[config.mk]
export PLATFORM = sky130hd
export DESIGN_NAME = irq_concentrator
export DESIGN_NICKNAME = d
export VERILOG_FILES = /design/src/rtl/irqc_pkg.sv /design/src/rtl/irqc_decode.sv /design/src/rtl/irqc_map_regs.sv /design/src/rtl/irqc_arbiter.sv /design/src/rtl/irq_concentrator.sv
export SDC_FILE = /design/constraint.sdc
export NUM_CORES = 1
export LEC_CHECK = 0
export ABC_AREA = 0
export BUFFER_PORTS_ARGS = -buffer_cell sky130_fd_sc_hd__buf_2
export CAP_MARGIN = 20
export CORE_MARGIN = 2
export CORE_UTILIZATION = 40
export CTS_BUF_LIST = sky130_fd_sc_hd__clkbuf_16
export CTS_CLUSTER_DIAMETER = 150
export DETAILED_ROUTE_END_ITERATION = 8
export HOLD_SLACK_MARGIN = 0.02
export MAX_ROUTING_LAYER = met4
export PLACE_DENSITY = 0.66
export SYNTH_ARGS = -nofsm -noshare
export SYNTH_HDL_FRONTEND = slang
export SYNTH_HIERARCHICAL = 1
export SYNTH_SLANG_ARGS = --single-unit
export TNS_END_PERCENT = 50
[constraint.sdc]
create_clock -name clk -period 3.1 [get_ports clk]
set_input_delay 0.31 -clock clk [delete_from_list [all_inputs] [get_ports clk]]
set_output_delay 0.31 -clock clk [all_outputs]
set_load 0.1 [all_outputs]
[src/rtl/irqc_pkg.sv]
package irqc_pkg;

    localparam int NUM_IN     = 64;
    localparam int SLOT_IN    = 32;
    localparam int GROUP_SZ   = 4;
    localparam int SLOT_MAPS  = SLOT_IN / GROUP_SZ;
    localparam int BOARD_MAPS = NUM_IN - SLOT_IN;
    localparam int REQ_W      = $clog2(NUM_IN) + 1;
    localparam int IDX_W      = $clog2(BOARD_MAPS);
    localparam int SIDX_W     = $clog2(SLOT_MAPS);
    localparam int GRP_SH     = $clog2(GROUP_SZ);
    localparam int ADDR_W     = 16;
    localparam int DATA_W     = 32;
    localparam int EN_BIT     = DATA_W - 1;

    localparam logic [REQ_W-1:0] REQ_NONE = REQ_W'(NUM_IN);

    // register windows (inclusive bounds)
    localparam logic [ADDR_W-1:0] SMAP_LO = 16'h0C00;
    localparam logic [ADDR_W-1:0] SMAP_HI = 16'h0C3F;
    localparam logic [ADDR_W-1:0] BMAP_LO = 16'h1000;
    localparam logic [ADDR_W-1:0] BMAP_HI = 16'h107F;
    localparam logic [ADDR_W-1:0] SCLR_LO = 16'h1400;
    localparam logic [ADDR_W-1:0] SCLR_HI = 16'h14FF;
    localparam logic [ADDR_W-1:0] BCLR_LO = 16'h1800;
    localparam logic [ADDR_W-1:0] BCLR_HI = 16'h1860;

    localparam logic [DATA_W-2:0] ID_FILL  = 31'h7C0;
    localparam logic [DATA_W-2:0] ID_BOARD = 31'h020;

    typedef struct packed {
        logic             smap;
        logic             bmap;
        logic             sclr;
        logic             bclr;
        logic [IDX_W-1:0] idx;
    } bus_op_t;

    typedef enum logic [1:0] {
        ACT_HOLD,
        ACT_CLEAR,
        ACT_PREEMPT,
        ACT_SCAN
    } act_e;

    function automatic logic [DATA_W-2:0] slot_id(input logic [IDX_W-1:0] i);
        return ID_FILL | ((DATA_W-1)'(i) << GRP_SH);
    endfunction

    function automatic logic [DATA_W-2:0] board_id(input logic [IDX_W-1:0] j);
        return (ID_FILL | ID_BOARD) + (DATA_W-1)'(j);
    endfunction

    // lowest set bit index, REQ_NONE when empty
    function automatic logic [REQ_W-1:0] first_set(input logic [NUM_IN-1:0] v);
        logic [REQ_W-1:0] r;
        r = REQ_NONE;
        for (int i = NUM_IN - 1; i >= 0; i--) begin
            if (v[i]) r = REQ_W'(i);
        end
        return r;
    endfunction

endpackage

[src/rtl/irqc_decode.sv]
module irqc_decode
    import irqc_pkg::*;
(
    input  logic [ADDR_W-1:0] addr,
    output bus_op_t           op
);
    always_comb begin
        op      = '0;
        op.smap = (addr >= SMAP_LO) && (addr <= SMAP_HI);
        op.bmap = (addr >= BMAP_LO) && (addr <= BMAP_HI);
        op.sclr = (addr >= SCLR_LO) && (addr <= SCLR_HI);
        op.bclr = (addr >= BCLR_LO) && (addr <= BCLR_HI);
        if (op.smap)
            op.idx = IDX_W'(addr[5:3]);
        else if (op.sclr)
            op.idx = IDX_W'(addr[7:5]);
        else
            op.idx = IDX_W'(addr[7:3]);
    end
endmodule

[src/rtl/irqc_map_regs.sv]
module irqc_map_regs
    import irqc_pkg::*;
(
    input  logic              clk,
    input  logic              rst,
    input  bus_op_t           op,
    input  logic              we,
    input  logic [DATA_W-1:0] wdata,
    output logic [DATA_W-1:0] rdata,
    output logic [NUM_IN-1:0] en_mask
);
    logic [SLOT_MAPS-1:0]  slot_en;
    logic [BOARD_MAPS-1:0] board_en;

    always_ff @(posedge clk) begin
        if (rst) begin
            slot_en  <= '0;
            board_en <= '0;
        end else if (we) begin
            if (op.smap) slot_en[op.idx[SIDX_W-1:0]] <= wdata[EN_BIT];
            if (op.bmap) board_en[op.idx]            <= wdata[EN_BIT];
        end
    end

    genvar g;
    generate
        for (g = 0; g < SLOT_IN; g++) begin : g_slot_en
            assign en_mask[g] = slot_en[g / GROUP_SZ];
        end
        for (g = 0; g < BOARD_MAPS; g++) begin : g_board_en
            assign en_mask[SLOT_IN + g] = board_en[g];
        end
    endgenerate

    always_comb begin
        rdata = '0;
        if (op.smap)
            rdata = {slot_en[op.idx[SIDX_W-1:0]], slot_id(op.idx)};
        else if (op.bmap)
            rdata = {board_en[op.idx], board_id(op.idx)};
    end
endmodule

[src/rtl/irqc_arbiter.sv]
module irqc_arbiter
    import irqc_pkg::*;
(
    input  logic              clk,
    input  logic              rst,
    input  logic [NUM_IN-1:0] irq_in,
    input  logic [NUM_IN-1:0] en_mask,
    input  bus_op_t           op,
    input  logic              we,
    input  logic              wr_en_bit,
    output logic [REQ_W-1:0]  req
);
    logic [SLOT_IN-1:0] slot_prev;
    logic [SLOT_IN-1:0] rise;
    logic [REQ_W-1:0]   pre_pick;
    logic [REQ_W-1:0]   scan_pick;
    logic               req_is_slot;
    logic               grp_match;
    logic               brd_match;
    logic               hit_clr;
    act_e               act;

    always_comb begin
        rise        = irq_in[SLOT_IN-1:0] & ~slot_prev & en_mask[SLOT_IN-1:0];
        pre_pick    = first_set(NUM_IN'(rise));
        scan_pick   = first_set(irq_in & en_mask);
        req_is_slot = req < REQ_W'(SLOT_IN);
        grp_match   = req_is_slot && ((req >> GRP_SH) == REQ_W'(op.idx));
        brd_match   = req == (REQ_W'(SLOT_IN) + REQ_W'(op.idx));
        hit_clr     = we && ((op.sclr && grp_match) ||
                             (op.bclr && brd_match) ||
                             (op.smap && !wr_en_bit && grp_match) ||
                             (op.bmap && !wr_en_bit && brd_match));
        if (hit_clr)
            act = ACT_CLEAR;
        else if (pre_pick != REQ_NONE)
            act = ACT_PREEMPT;
        else if (req == REQ_NONE && scan_pick != REQ_NONE)
            act = ACT_SCAN;
        else
            act = ACT_HOLD;
    end

    always_ff @(posedge clk) begin
        if (rst) begin
            req       <= REQ_NONE;
            slot_prev <= '0;
        end else begin
            slot_prev <= irq_in[SLOT_IN-1:0];
            case (act)
                ACT_CLEAR:   req <= REQ_NONE;
                ACT_PREEMPT: req <= pre_pick;
                ACT_SCAN:    req <= scan_pick;
                default:     req <= req;
            endcase
        end
    end
endmodule

[src/rtl/irq_concentrator.sv]
module irq_concentrator
    import irqc_pkg::*;
(
    input  logic              clk,
    input  logic              rst,
    input  logic [NUM_IN-1:0] irq_in,
    input  logic [ADDR_W-1:0] bus_addr,
    input  logic [DATA_W-1:0] bus_wdata,
    input  logic              bus_we,
    output logic [DATA_W-1:0] bus_rdata,
    output logic [NUM_IN-1:0] req_vec
);
    bus_op_t           op;
    logic [NUM_IN-1:0] en_mask;
    logic [REQ_W-1:0]  req;

    irqc_decode u_dec (
        .addr (bus_addr),
        .op   (op)
    );

    irqc_map_regs u_map (
        .clk     (clk),
        .rst     (rst),
        .op      (op),
        .we      (bus_we),
        .wdata   (bus_wdata),
        .rdata   (bus_rdata),
        .en_mask (en_mask)
    );

    irqc_arbiter u_arb (
        .clk       (clk),
        .rst       (rst),
        .irq_in    (irq_in),
        .en_mask   (en_mask),
        .op        (op),
        .we        (bus_we),
        .wr_en_bit (bus_wdata[EN_BIT]),
        .req       (req)
    );

    genvar g;
    generate
        for (g = 0; g < NUM_IN; g++) begin : g_vec
            assign req_vec[g] = (req == REQ_W'(g));
        end
    endgenerate
endmodule


==> results by stage, run 1 <==
Global routing:
- The global-route wire length before repair is 29900 um.
- The leftover overflow at the end of global routing is 0.
- The number of antenna violations at the first check in global routing is 0.
- Global routing used a little under a quarter of the available tracks across all layers.
- The pin count of the biggest net entering global routing is 41.
- The number of global-route vias before repair is 5839.

Yosys:
- The share of synthesized area occupied by flip-flops and latches is 25.1%.
- The share of Yosys cell area claimed by the top area cell type is 25.1%.
- After synthesis, the netlist uses slightly below 90 different library cells.
- The cell count after synthesis came out at 841.
- Sorting the synthesized cells by area gives the leading types as sky130_fd_sc_hd__dfxtp_1, sky130_fd_sc_hd__nor2_1, sky130_fd_sc_hd__buf_4.
- The cell type with the highest aggregate area in the netlist is sky130_fd_sc_hd__dfxtp_1.
- During synthesis, Yosys emitted a total of 6 warnings.
- Counting flops with a built-in enable in the synthesized netlist gives 0.
- Among all flip-flop cells after synthesis, the most frequent one is sky130_fd_sc_hd__dfxtp_1.
- The mapped cell area is 6300 um2.
- The post-synthesis sequential element count is 79.
- For this run, asynchronously set or reset flops after synthesis account for 0%.
- The average cell area after synthesis is approximately 7.5 um2.

STA:
- Clock skew on the completed layout was measured at 6.28 ps.
- Counting I/O delays and the setup requirement, the final critical path takes 3000 ps.
- The final-report max-slew violation count came to 0.
- The tightest hold path in the finished design has a slack of about 210 ps.
- The slack of the critical path is 105 ps.
- Setup repair after global routing left no endpoint under its margin.
- The worst pin sits at a relative slew slack of between 50% and 60%.
- The maximum achievable frequency is 334 MHz.
- The final cycle utilization of the critical path is roughly 97%.
- The final number of hold-violating endpoints came to 0.
- The setup TNS is 0 ps.
- The worst-margin pin slew is between 700 and 800 ps.
- Setup violations remaining at the end of the flow were counted as 0.

Drt:
- The number of DRC markers after the initial detailed-route iteration is between 400 and 500.
- For this run, design rule violations remaining after detail routing come to 0.
- The ratio of routed vias to standard cells is 5.64.
- The routed wire length is 19700 um.
- Detailed routing inserted a total of 6653 vias.
- In this run the remaining antenna-violating nets after routing total 0.
- The average wire length per cell after detail routing is 16.7 um.
- The length of the first detailed-routing pass in iterations is 5.

Worst setup path:
- The most critical setup path has its startpoint at bus_addr[8].
- In this run the register-to-register setup slack is around 540 ps.
- The largest fanout on the critical path is 13.
- The startpoint of the worst register-to-register path is u_map/slot_en[5].
- The worst setup path endpoint is bus_rdata[31].
- The worst register-to-register path ends at u_arb/req[0].
- The arrival time of data at the critical path endpoint is between 2000 and 3000 ps.
- The endpoint required time on the critical path is 2790 ps.
- The critical path class is in2out.
- The worst setup path is launched from an input port.
- The number of cells traversed by the worst register-to-register path is 7.
- The category of the worst setup path capture point is a primary output.

Pwr:
- The design draws 2.48 mW.
- Power spread over the standard cell area amounts to 335 nW/um2.
- Across the VDD grid, the largest voltage drop is 0.239 mV.
- The analysis attributes to cell leakage a power of 3.11 nW.

Place:
- The placer congestion estimate is a little over 0.9.
- The cell area reported after detailed placement is between 7000 and 8000 um2.
- Summed over all nets, the half-perimeter wirelength after detailed placement is 15100 um.
- In this run, placement finished with an instance count of 1162.
- Prior to clock tree synthesis, the placed netlist has a worst setup slack of -11.1 ps.
- The number of buffer cells added on primary ports is approximately 160.

Die:
- The die covers roughly 17000 um2.
- The number of I/O pins is 211.
- The region available for standard cell placement spans between 15000 and 20000 um2.
- The die span in y is approximately 130 um.
- The horizontal die dimension is about 130 um.
- The floorplan row count is 45.
- For this configuration, the core starts out at a cell density of roughly two fifths.

Clock network:
- The count of buffers added by post-CTS timing repair for setup is 0.
- The clock tree from TritonCTS is done.
- In this run the deepest clock path goes through 2 buffers.
- The clock tree synthesis step divided the H-tree into 3 levels.
- For this design, the sink count on the clock tree is 79.
- TritonCTS created 9 clock buffers.
- The clock root buffer is sky130_fd_sc_hd__clkbuf_16.
- The insertion delay to the later sink of the worst-skew pair is 340 ps.
- Clock-pin slew was measured on the worst setup and hold paths at ~60 ps.

Finish:
- In the final layout, the share of cells above drive strength 1 is 24.2%.
- Summing all non-filler instances in the final layout gives an area of 7410 um2.
- Compared with the post-synthesis result, the final layout area differs by 17.7%.
- Leaving out fill and tap cells, the most frequent cells in the layout are sky130_fd_sc_hd__buf_2, sky130_fd_sc_hd__nor2_1, sky130_fd_sc_hd__nand2_1.
- The net count of the finished layout is 1077.
- The number of inserted filler cells in the final layout is 1578.
- Cells fill 48.4% of the core in the end.
- The non-filler instance count after layout is 1179.
- The most frequent standard cell in the layout excluding fill and tap cells is sky130_fd_sc_hd__buf_2.

Status:
- The run finished with clean final reports.

Flow run:
- The tool flagged a number of max-cap violations equal to 0.

Hold path:
- The worst hold path belongs to the class in2reg.
-- repair_timing --
item / in CTS / in global routing
hold buffers: 0 / 0
setup endpoints to repair: 1 / 1
resized for setup: 1 / 3
-- critical path, stage by stage --
cell	delay [ps]
sky130_fd_sc_hd__buf_2	100
sky130_fd_sc_hd__nor3_1	260
sky130_fd_sc_hd__and3_2	290
sky130_fd_sc_hd__mux2_4	410
sky130_fd_sc_hd__mux4_2	450
sky130_fd_sc_hd__nor3b_1	160
sky130_fd_sc_hd__a211oi_2	310
sky130_fd_sc_hd__a41oi_4	170
sky130_fd_sc_hd__buf_12	200
-- sequential cells by signal, indices dropped and copies added (netlist names) --
signal and cells:
u_map/slot_en 8, u_arb/slot_prev 32, u_arb/req 7, u_map/board_en 32
-- Yosys cell counts, drive strengths merged (6+ instances only) --
library cell and instances:
a22o 7, nand2 101, a31oi 7, buf 61
o21ai 52, a22oi 28, nand3b 27, nor2 108
o2111ai 8, clkbuf 30, nand2b 14, mux2i 17
nor2b 33, nand4 16, mux2 6, o211ai 6
nand3 36, dfxtp 79, inv 7, a21oi 48
and3b 8, nor3 11, a211oi 8, nor4 9
nand4bb 8, a32o 7, nand4b 7
-- worst min path at each step --
stage | startpoint | end | slack, ps | cells past startpoint
6_report | irq_in[0] | u_arb/slot_prev[0] | 210 | 2
5_1_grt | irq_in[0] | u_arb/slot_prev[0] | 220 | 2
4_1_cts | irq_in[0] | u_arb/slot_prev[0] | 210 | 2
3_5_place_dp | u_map/board_en[4] | u_map/board_en[4] | 490 | 2
3_3_place_gp | u_map/board_en[6] | u_map/board_en[6] | 480 | 2
2_1_floorplan | rst | u_arb/slot_prev[19] | 380 | 1
-- final cells by class --
cell class	count	area [um2]	area share (%)
Multi-Input combinational cell	683	4250	57.4
Clock inverter	7	78.8	1.06
Tap cell	211	264	3.56
Clock buffer	9	225	3.04
Timing Repair Buffer	182	983	13.3
Antenna cell	1	2.50	0.0338
Inverter	7	26.3	0.354
Sequential cell	79	1580	21.3
-- where the power goes --
group	internal [mW]	switching (mW)	leakage [nW]	total, mW
clock	0.691	0.412	0.151	1.10
sequential	1.04	0.00686	0.645	1.04
combinational	0.0935	0.240	2.31	0.333
-- routing by layer --
layer  vias up  GRT usage [%]  wire [um]
li1       3280              -          -
met1      3056           30.6       8990
met2       287           37.2       8860
met3        30           2.44       1350
met4         0           7.53        462
met5         -              -          0
-- cell families (layout without fill, tap and decap cells) --
family	after synthesis	in the layout	synth area share, %
compound gates	212	212	22.6
xor+xnor	8	8	1.11
buf+inv	98	205	9.34
flops	79	79	25.1
mux	27	27	5.56
other cells	1	21	0.0595
simple gates	416	416	36.2
Power figures use the tool's default switching activity.
==> inputs of run 2 (changes only) <==
Settings changed: BUFFER_PORTS_ARGS -buffer_cell sky130_fd_sc_hd__buf_2 to -buffer_cell sky130_fd_sc_hd__buf_4.
==> run 2 against run 1 <==
Sequential share of layout area is 1.0 points lower. Die area did not move. Count of clock-buffer cells in the layout stayed put. Register-to-register slack barely moved. Critical path depth grew 1. Non-clock buffer count unchanged. Final area increased by 5.0%. Combinational power is 10% higher. Routed wire length increased by 4.0%. Maximum frequency down 1.4%. Via count rose by 1.7%. Critical endpoint unchanged.
==> results by stage, run 2 (synthesis gave the netlist of run 1 again) <==
Clock network:
- Clock tree synthesis found a total of a little under 80 sinks.
- The number of clock buffers added by TritonCTS is 9.
- After clock tree synthesis, the clock-pin slew on the worst setup and hold paths is 60 ps.
- Clock tree synthesis selected as its root buffer the cell sky130_fd_sc_hd__clkbuf_16.
- For the worst-skew pair, the clock arrives at the later sink with an insertion delay of between 300 and 400 ps.
- TritonCTS built the clock tree.
- In this run the deepest clock path goes through 2 buffers.
- The level count of the clock H-tree is 3.
- The count of buffers added by post-CTS timing repair for setup is 0.

Global routing:
- The number of antenna violations at the first check in global routing is 0.
- The pin count of the biggest net entering global routing is 58.
- Across every metal layer, demand over resource in global routing totals 24.2%.
- The number of global-route vias before repair is 6006.
- The first global-routing pass estimated between 30000 and 40000 um of wire.
- The leftover overflow at the end of global routing is 0.

Place:
- The worst slack at placement is 52.9 ps.
- The cell area reported after detailed placement is roughly 7500 um2.
- Once detailed placement completed, the half-perimeter wirelength came to 15600 um.
- Routability-driven placement finished with a final weighted congestion of 0.941.
- The number of buffer cells added on primary ports is 159.

Pwr:
- Dividing total power by cell area gives a power density of 317 nW/um2.
- Power comes to between 2 and 2.5 mW.
- The cell leakage power is 3.16 nW.
- The maximum vdd ir drop is 0.188 mV.

Drt:
- After detailed routing, the number of remaining DRC violations is 0.
- For this block, the routed nets add up to 20500 um of wire.
- The count of nets left with antenna violations once routing finished came out at 0.
- The routed layout has 6769 vias.
- The average wire length per cell after detail routing is roughly 17 um.
- After detailed routing, the number of vias per cell comes to 5.75.
- After the first detailed-routing iteration, the DRC count stood at 586.
- The length of the first detailed-routing pass in iterations is 5.

Die:
- The number of I/O pins is 211.
- The die span in y is 129 um.
- The horizontal die dimension is 129 um.
- The die covers 16800 um2.
- For this configuration, the core starts out at a cell density of 41.1%.
- The floorplan has 45 rows.
- The core outline area is between 15000 and 20000 um2.

Finish:
- The number of inserted diodes is 0.
- The largest registers in the layout are u_arb/slot_prev (32), u_map/board_en (32), u_map/slot_en (8).
- Summing all non-filler instances in the final layout gives an area of 7780 um2.
- Relative to the synthesized area, the layout overhead comes to 23.6%.
- The number of nets in the layout is 1077.
- The fraction of final layout cells with drive strength greater than 1 is 24.6%.
- The library cell used most frequently in the layout, excluding fill and tap cells, is sky130_fd_sc_hd__buf_4.
- In the layout the commonest cells are sky130_fd_sc_hd__buf_4, sky130_fd_sc_hd__nor2_1, sky130_fd_sc_hd__nand2_1.
- The post-layout utilization of the core is between 50% and 60%.

Worst setup path:
- The largest single stage delay on the critical path is around 470 ps.
- The worst setup path is launched from an input port.
- The category of the worst setup path capture point is a primary output.
- The cell with the largest stage delay on the worst path is sky130_fd_sc_hd__or3_1.
- At the worst endpoint, the required time is 2790 ps.
- The largest fanout on the critical path is 13.
- The critical path is of the in2out type.
- Together, buffers and inverters on the worst path number 3.
- Traced cell by cell, the critical path runs through buf_4 -> nor3_1 -> and3_2 -> buf_4 -> and2b_2 -> or3_1 -> nor3_1 -> a311oi_2 -> a41oi_4 -> buf_6.
- The cell type group with the largest total delay on the critical path is simple AND/OR/NAND/NOR gates.
- The arrival time of data at the critical path endpoint is 2730 ps.

STA:
- The setup TNS is 0 ps.
- The clock arrives with between 8 and 9 ps of skew.
- The slack of the critical path is slightly above 60 ps.
- Setup violations remaining at the end of the flow were counted as 0.
- The worst pin sits at a relative slew slack of a little under three fifths.
- The final number of hold-violating endpoints is 0.
- Based on the critical path, the design can be clocked at up to 329 MHz.
- For the pin with the worst max-slew slack, the measured transition is roughly 670 ps.
- The final-report max-slew violation count is 0.
- The final cycle utilization of the critical path is a little over nine tenths.
- The final critical delay including setup and external delays is slightly above 3000 ps.

Hold path:
- The worst min-delay path class is in2reg.

Flow run:
- Across the run, the number of max-cap violations was 0.

Status:
- The flow ran to the end, and the final reports show no timing, DRC or antenna violations.
## run 2: cell types whose count changed in the layout (fill, tap and decap cells not counted), sizes merged
cell and delta:
bufinv -1, clkinvlp +1, diode -1
## run 2: final timing paths
path	from	endpoint	slack, ps	depth (start not counted)
setup / recovery	bus_addr[8]	bus_rdata[31]	60	10
hold / removal	irq_in[0]	u_arb/slot_prev[0]	190	2
setup reg to reg	u_map/slot_en[5]	u_arb/req[3]	540	7
hold reg to reg	u_map/board_en[6]	u_map/board_en[6]	500	2
## run 2: area by class of cell
cell class | count | area, um2
well taps | 211 | 264
repair buffers | 182 | 1370
inverters | 7 | 26.3
flip-flops and latches | 79 | 1580
fillers | 1535 | 7530
clock buffers | 9 | 225
multi-input cells | 683 | 4250
clock inverters | 7 | 65.1
## run 2: metrics by stage
stage               cells  hold WS, ps
floorplan             860          382
CTS                  1178          190
global placement     1162          481
finish               1178          193
global route         1178          199
detailed placement   1162          489
## run 2: what timing repair did
| action | 4_1_cts | 5_1_grt |
|---|---|---|
| endpoints found under the setup margin | 0 | 1 |
| hold buffers | 0 | 0 |
| resized for setup | 0 | 5 |
## run 2: per-layer routing
metal | up-vias | GRT usage (%) | wire, um
met5 | - | - | 0
met4 | 0 | 9.80 | 596
met3 | 36 | 2.35 | 1620
met2 | 345 | 38.0 | 9120
met1 | 3117 | 32.0 | 9120
li1 | 3271 | - | -
## run 2: power breakdown
group | internal (mW) | switching [mW] | leakage (nW)
Clock | 0.618 | 0.436 | 0.146
Combinational | 0.124 | 0.243 | 2.37
Sequential | 1.04 | 0.00718 | 0.645
